$ cat config.mk
export PLATFORM = sky130hd
export DESIGN_NAME = pvq_regs
export DESIGN_NICKNAME = d
export VERILOG_FILES = /design/src/rtl/pvq_pkg.sv /design/src/rtl/pvq_decode.sv /design/src/rtl/pvq_queue_file.sv /design/src/rtl/pvq_isr.sv /design/src/rtl/pvq_regs.sv
export SDC_FILE = /design/constraint.sdc
export NUM_CORES = 1
export LEC_CHECK = 0
export ABC_AREA = 1
export BUFFER_PORTS_ARGS = -buffer_cell sky130_fd_sc_hd__buf_2
export CORE_UTILIZATION = 25
export DETAILED_ROUTE_END_ITERATION = 6
export SYNTH_ARGS = -nofsm -noshare
export SYNTH_HDL_FRONTEND = slang
export SYNTH_SLANG_ARGS = --single-unit
$ cat constraint.sdc
create_clock -name clk -period 5.88 [get_ports clk]
set_clock_uncertainty 0.1 [all_clocks]
set_input_delay 0.882 -clock clk [delete_from_list [all_inputs] [get_ports clk]]
set_output_delay 0.882 -clock clk [all_outputs]
set_load 0.01 [all_outputs]
$ cat src/rtl/pvq_pkg.sv
package pvq_pkg;
  localparam int DATA_W     = 32;
  localparam int CFG_BASE   = 20;
  localparam int PAGE_SHIFT = 12;
  localparam int QSIZE_W    = 16;
  localparam int ISR_W      = 8;

  typedef enum logic [3:0] {
    K_HOSTF, K_GUESTF, K_PFN, K_QSIZE, K_QSEL,
    K_KICK, K_STATUS, K_ISR, K_CFG, K_NONE
  } reg_kind_e;

  function automatic logic [DATA_W-1:0] width_mask(input logic [1:0] sz);
    case (sz)
      2'd0:    width_mask = 32'h0000_00FF;
      2'd1:    width_mask = 32'h0000_FFFF;
      default: width_mask = 32'hFFFF_FFFF;
    endcase
  endfunction
endpackage

$ cat src/rtl/pvq_decode.sv
module pvq_decode
  import pvq_pkg::*;
#(
  parameter int ADDR_W    = 5,
  parameter int CFG_LEN   = 8,
  parameter int CFG_OFF_W = 3
) (
  input  logic [ADDR_W-1:0]    addr,
  output reg_kind_e            kind,
  output logic [CFG_OFF_W-1:0] cfg_off
);
  logic [31:0] a;
  assign a       = 32'(addr);
  assign cfg_off = CFG_OFF_W'(a - 32'(CFG_BASE));

  always_comb begin
    case (a)
      32'd0:   kind = K_HOSTF;
      32'd4:   kind = K_GUESTF;
      32'd8:   kind = K_PFN;
      32'd12:  kind = K_QSIZE;
      32'd14:  kind = K_QSEL;
      32'd16:  kind = K_KICK;
      32'd18:  kind = K_STATUS;
      32'd19:  kind = K_ISR;
      default: kind = (a >= 32'(CFG_BASE) && a < 32'(CFG_BASE + CFG_LEN)) ? K_CFG : K_NONE;
    endcase
  end
endmodule

$ cat src/rtl/pvq_queue_file.sv
module pvq_queue_file
  import pvq_pkg::*;
#(
  parameter int NQ     = 4,
  parameter int SEL_W  = 2,
  parameter int BASE_W = DATA_W + PAGE_SHIFT
) (
  input  logic                 clk,
  input  logic                 rst,
  input  logic                 clear,
  input  logic                 wr_sel,
  input  logic                 wr_pfn,
  input  logic [DATA_W-1:0]    wval,
  output logic [SEL_W-1:0]     sel,
  output logic [DATA_W-1:0]    rd_pfn,
  output logic [NQ*BASE_W-1:0] base
);
  logic [DATA_W-1:0] pfn_q [NQ];
  logic [SEL_W-1:0]  sel_q;

  always_ff @(posedge clk) begin
    if (rst || clear)                 sel_q <= '0;
    else if (wr_sel && wval < 32'(NQ)) sel_q <= SEL_W'(wval);
  end

  for (genvar q = 0; q < NQ; q++) begin : g_q
    always_ff @(posedge clk) begin
      if (rst || clear)                        pfn_q[q] <= '0;
      else if (wr_pfn && sel_q == SEL_W'(q))   pfn_q[q] <= wval;
    end
    assign base[q*BASE_W +: BASE_W] = {pfn_q[q], {PAGE_SHIFT{1'b0}}};
  end

  assign sel    = sel_q;
  assign rd_pfn = pfn_q[sel_q];

  // out-of-range selector write keeps the old selection
  assert_sel_hold_R6: assert property (@(posedge clk) disable iff (rst)
    (wr_sel && wval >= 32'(NQ) && !clear) |=> sel_q == $past(sel_q));
  // page frame write does not move the selector
  assert_pfn_keeps_sel_R4: assert property (@(posedge clk) disable iff (rst)
    (wr_pfn && !clear) |=> sel_q == $past(sel_q));
endmodule

$ cat src/rtl/pvq_isr.sv
module pvq_isr
  import pvq_pkg::*;
(
  input  logic             clk,
  input  logic             rst,
  input  logic             clear,
  input  logic             rd_clr,
  input  logic [ISR_W-1:0] set,
  output logic [ISR_W-1:0] isr,
  output logic             irq
);
  logic [ISR_W-1:0] isr_q;

  always_ff @(posedge clk) begin
    if (rst) isr_q <= '0;
    else     isr_q <= ((clear || rd_clr) ? '0 : isr_q) | set;
  end

  assign isr = isr_q;
  assign irq = isr_q[0];

  // a read with no concurrent set leaves the register empty
  assert_rdclr_empty_R10: assert property (@(posedge clk) disable iff (rst)
    (rd_clr && set == '0) |=> isr_q == '0);
  // a set strobe is never lost, even against a clear
  assert_set_wins_R10: assert property (@(posedge clk) disable iff (rst)
    (set != '0) |=> (isr_q & $past(set)) == $past(set));
endmodule

$ cat src/rtl/pvq_regs.sv
module pvq_regs
  import pvq_pkg::*;
#(
  parameter int NQ        = 4,
  parameter int CFG_LEN   = 8,
  parameter int NOE_BIT   = 24,
  localparam int REGION   = 1 << $clog2(CFG_BASE + CFG_LEN),
  localparam int ADDR_W   = $clog2(REGION),
  localparam int CFG_OFF_W = (CFG_LEN > 1) ? $clog2(CFG_LEN) : 1,
  localparam int SEL_W    = (NQ > 1) ? $clog2(NQ) : 1,
  localparam int BASE_W   = DATA_W + PAGE_SHIFT
) (
  input  logic                    clk,
  input  logic                    rst,
  input  logic                    req_valid,
  input  logic                    req_write,
  input  logic [ADDR_W-1:0]       req_addr,
  input  logic [1:0]              req_size,
  input  logic [DATA_W-1:0]       req_wdata,
  output logic                    rsp_valid,
  output logic [DATA_W-1:0]       rsp_rdata,
  input  logic [DATA_W-1:0]       host_feat_i,
  input  logic [NQ*QSIZE_W-1:0]   q_size_i,
  input  logic [ISR_W-1:0]        isr_set_i,
  output logic                    cfg_valid_o,
  output logic                    cfg_write_o,
  output logic [CFG_OFF_W-1:0]    cfg_off_o,
  output logic [1:0]              cfg_size_o,
  output logic [DATA_W-1:0]       cfg_wdata_o,
  input  logic [DATA_W-1:0]       cfg_rdata_i,
  output logic [DATA_W-1:0]       guest_feat_o,
  output logic [NQ*BASE_W-1:0]    q_base_o,
  output logic [7:0]              dev_status_o,
  output logic                    irq_o,
  output logic                    kick_o,
  output logic [15:0]             kick_idx_o,
  output logic                    dev_reset_o
);
  reg_kind_e            kind;
  logic [CFG_OFF_W-1:0] cfg_off;
  logic [DATA_W-1:0]    wmask, wval, rd_val, rd_pfn;
  logic [SEL_W-1:0]     sel;
  logic [ISR_W-1:0]     isr;
  logic                 wr, rd, stat_zero;
  logic [DATA_W-1:0]    gf_q;
  logic [7:0]           status_q;

  assign wr        = req_valid && req_write;
  assign rd        = req_valid && !req_write;
  assign wmask     = width_mask(req_size);
  assign wval      = req_wdata & wmask;
  assign stat_zero = wr && kind == K_STATUS && wval[7:0] == 8'h00;

  pvq_decode #(.ADDR_W(ADDR_W), .CFG_LEN(CFG_LEN), .CFG_OFF_W(CFG_OFF_W)) u_dec (
    .addr(req_addr), .kind(kind), .cfg_off(cfg_off));

  pvq_queue_file #(.NQ(NQ), .SEL_W(SEL_W), .BASE_W(BASE_W)) u_qf (
    .clk(clk), .rst(rst), .clear(stat_zero),
    .wr_sel(wr && kind == K_QSEL), .wr_pfn(wr && kind == K_PFN),
    .wval(wval), .sel(sel), .rd_pfn(rd_pfn), .base(q_base_o));

  pvq_isr u_isr (
    .clk(clk), .rst(rst), .clear(stat_zero), .rd_clr(rd && kind == K_ISR),
    .set(isr_set_i), .isr(isr), .irq(irq_o));

  always_ff @(posedge clk) begin
    if (rst) begin
      gf_q <= '0; status_q <= '0;
      kick_o <= 1'b0; kick_idx_o <= '0; dev_reset_o <= 1'b0;
      rsp_valid <= 1'b0; rsp_rdata <= '0;
    end else begin
      kick_o      <= wr && kind == K_KICK;
      dev_reset_o <= stat_zero;
      rsp_valid   <= rd;
      if (wr && kind == K_KICK) kick_idx_o <= wval[15:0];
      if (stat_zero)                        gf_q <= '0;
      else if (wr && kind == K_GUESTF)      gf_q <= wval;
      if (wr && kind == K_STATUS)           status_q <= wval[7:0];
      if (rd)                               rsp_rdata <= rd_val & wmask;
    end
  end

  always_comb begin
    case (kind)
      K_HOSTF:  rd_val = host_feat_i | (32'd1 << NOE_BIT);
      K_GUESTF: rd_val = gf_q;
      K_PFN:    rd_val = rd_pfn;
      K_QSIZE:  rd_val = 32'(q_size_i[sel*QSIZE_W +: QSIZE_W]);
      K_QSEL:   rd_val = 32'(sel);
      K_STATUS: rd_val = 32'(status_q);
      K_ISR:    rd_val = 32'(isr);
      K_CFG:    rd_val = cfg_rdata_i;
      default:  rd_val = '1;
    endcase
  end

  assign cfg_valid_o  = req_valid && kind == K_CFG;
  assign cfg_write_o  = req_write;
  assign cfg_off_o    = cfg_off;
  assign cfg_size_o   = req_size;
  assign cfg_wdata_o  = wval;
  assign guest_feat_o = gf_q;
  assign dev_status_o = status_q;

  // holes in the map read as all ones at the access width
  assert_hole_ones_R12: assert property (@(posedge clk) disable iff (rst)
    (rd && kind == K_NONE) |=> rsp_rdata == width_mask($past(req_size)));
  // zero status write pulses reset and clears features
  assert_zero_status_R9: assert property (@(posedge clk) disable iff (rst)
    stat_zero |=> dev_reset_o && guest_feat_o == '0 && irq_o == $past(isr_set_i[0]));
  // doorbell write gives a one-cycle kick with the index
  assert_kick_R7: assert property (@(posedge clk) disable iff (rst)
    (wr && kind == K_KICK) |=> kick_o && kick_idx_o == $past(wval[15:0]));
  // every read is answered on the next cycle
  assert_rsp_next_R13: assert property (@(posedge clk) disable iff (rst)
    rd |=> rsp_valid);
endmodule

==> results.json <==
{
  "finalCriticalPeriod_ns": 3.75,
  "ys.flop_type": "edfxtp_1",
  "netlist_area_um2": 12000,
  "synth_cell_types": 31,
  "fin_crit_sh": 0.637,
  "grt_max_degree": 65,
  "die_y_um": 221,
  "ys_ff_latch": 231,
  "fp.coreArea_um2": 47000,
  "drt-initial-drc-count": 939,
  "route.vias.total": 11900,
  "achievable-frequency_mhz": 267,
  "yosys_warnings": 0,
  "worstSetupStartpointType": "primary input",
  "syn_inst": 1586,
  "hpwl_um": 38700,
  "htree_levels": 1,
  "cts_tree": "done",
  "die_w_um": 221,
  "dr.pass1.iters": 5,
  "final_util": 0.325,
  "grt_overflow": 0,
  "use_met3": 0.0365,
  "status": "complete, no violations",
  "synth_edf_count": 128,
  "drt-wirelength-per-cell_um": 19.7,
  "grt_pass1_wl_um": 73500,
  "power_density_nw_per_um2": 256,
  "worst_slew_pin_slew_ns": 1.09,
  "portBuffers": 436,
  "cts_resized": 0,
  "grt_pass1_vias": 11200,
  "grt_use_met1": 0.273,
  "layout.nets": 2147,
  "area_growth_pct": 27.1,
  "worstPathMaxFanout": 32,
  "slew_headroom": 0.271,
  "maxCapViolCount": 0,
  "crit_path_end_kind": "register",
  "cts_sinks": 231,
  "avgSynthCellArea_um2": 7.57,
  "power_w": 0.00390,
  "rsz0062_at_grt": "no",
  "seq_area_frac_synth": 0.492,
  "hold_viol": 0,
  "path_buf_inv": 2,
  "critPathKind": "primary input to register",
  "max_stage_delay_ns": 0.87,
  "dieArea_um2": 48900,
  "totalWireLength_um": 51200,
  "finalSetupTns_ns": 0,
  "crit_chain": "buf_2, inv_1, nand3_1, nor3_1, nand4_2, nand2_1, or2_2",
  "hp-class": "register to register",
  "drtAntennaViolNets": 0,
  "placed_cells": 2545,
  "gr-max-usage-layer": "met2",
  "gr-usage-all-layers": 0.201,
  "p_leak_nw": 7.24,
  "ir_worst_vdd_uv": 196,
  "cts_buffers": 28,
  "cp.arrival_ns": 3.82,
  "cts.path.max_buffers": 3,
  "final_cells": 2597,
  "place_congestion": 0.892,
  "slew_violations": 0,
  "path_delay_family": "simple AND/OR/NAND/NOR gates",
  "use_met2": 0.325,
  "critPathSlowestCell": "or2_2",
  "clock_latency_ns": 0.56,
  "cts_hold_buf": 0,
  "post_dp_cell_area_um2": 14400,
  "antenna_found_initial": 5,
  "setup_viol": 0,
  "viasPerCell": 4.60,
  "fillers": 5074,
  "drc": 0,
  "async_flop_share": 0,
  "postCtsSetupRepairBufs": 0,
  "ios": 486,
  "layout-drive-gt1-share": 0.281,
  "rows": 79,
  "cp_data_required_time_ns": 5.96,
  "clk_pin_slew_ns": 0.06,
  "start_util": 0.256,
  "root_buffer": "clkbuf_16",
  "design_area_um2": 15300
}
## state kept, by name, indices dropped and copies added, names as in the netlist, named ones only
signal / flops
kick_o: 1
kick_idx_o: 16
u_isr.isr: 8
u_qf.sel: 2
dev_status_o: 8
u_qf.pfn_q: 128
rsp_valid: 1
dev_reset_o: 1
guest_feat_o: 32
rsp_rdata: 32
## worst register-to-register path, delay by kind of cell (launching register included)
family	cells	cell delay (ns)
and+or+nand+nor	3	1.56
DFF	1	0.96
buffers and inverters	1	0.86
## where the power goes
| group | total (W) | internal, W | leakage, nW | switching [W] |
|---|---|---|---|---|
| clock network | 0.00169 | 0.000967 | 0.422 | 0.000721 |
| logic | 0.000431 | 0.000140 | 4.67 | 0.000292 |
| registers | 0.00178 | 0.00175 | 2.14 | 0.0000294 |
| total | 0.00390 | 0.00286 | 7.24 | 0.00104 |
## final cells by class
type,count,area (um2),share of cell area
multi-input combinational,1099,4840,0.317
antenna,1,2.50,0.000164
clock inverter,16,153,0.0100
clock buffer,35,727,0.0476
sequential,231,5910,0.387
inverter,160,601,0.0394
timing repair buffer,448,2270,0.149
tap,607,759,0.0498
## final timing paths
check | slack, ns | startpoint | end | cells past startpoint
setup / recovery | 2.13 | req_wdata[5] | u_qf.pfn_q[1][12]$_SDFFCE_PN0P_ | 7
hold / removal | 0.36 | rsp_rdata[20]$_SDFFE_PP0P_ | rsp_rdata[20]$_SDFFE_PP0P_ | 2
setup reg to reg | 2.23 | u_qf.sel[0]$_SDFFE_PP0P_ | u_qf.pfn_q[1][19]$_SDFFCE_PN0P_ | 4
hold reg to reg | 0.36 | rsp_rdata[20]$_SDFFE_PP0P_ | rsp_rdata[20]$_SDFFE_PP0P_ | 2
## per-stage QoR
stage	hold slack, ns	setup WS [ns]
global placement	0.352	1.57
detailed placement	0.358	1.55
finish	0.364	2.13
global route	0.395	1.88
floorplan	0.357	3.11
CTS	0.368	2.14
## cell families after synthesis
logic type,count (synthesis),share of synthesized area
AOI/OAI and AO/OA,224,0.0964
buffers and inverters,303,0.120
DFF,231,0.492
other,1,0.000312
and+or+nand+nor,827,0.292
## placed cells by master (no fill, tap or decap), types with 12 or more instances in the layout
cell	netlist	layout
inv_1	147	147
o21ai_0	86	86
clkbuf_16	0	28
nand2_1	418	418
conb_1	1	48
dfxtp_1	103	102
o22ai_1	15	15
nand3_1	79	79
buf_2	23	436
buf_4	70	12
nor2_1	235	234
nand4_1	23	23
edfxtp_1	128	128
or2_2	45	45
a21oi_1	116	116
## synth_stat cells, types with 5 or more instances
cell,number,area share
nand2_1,418,0.13
nor2_1,235,0.073
inv_1,147,0.046
edfxtp_1,128,0.32
a21oi_1,116,0.048
dfxtp_1,103,0.17
o21ai_0,86,0.036
nand3_1,79,0.033
buf_4,70,0.044
clkbuf_1,46,0.014
or2_2,45,0.023
buf_2,23,0.0096
nand4_1,23,0.012
o22ai_1,15,0.0078
nand3b_1,8,0.0050
inv_2,7,0.0022
clkinv_1,6,0.0019
a22oi_1,5,0.0031
## routing by layer
layer,vias to the layer above,wire [um]
li1,5749,-
met1,5600,23100
met2,511,23100
met3,85,3550
met4,2,1480
met5,-,13
Power figures use the tool's default switching activity.
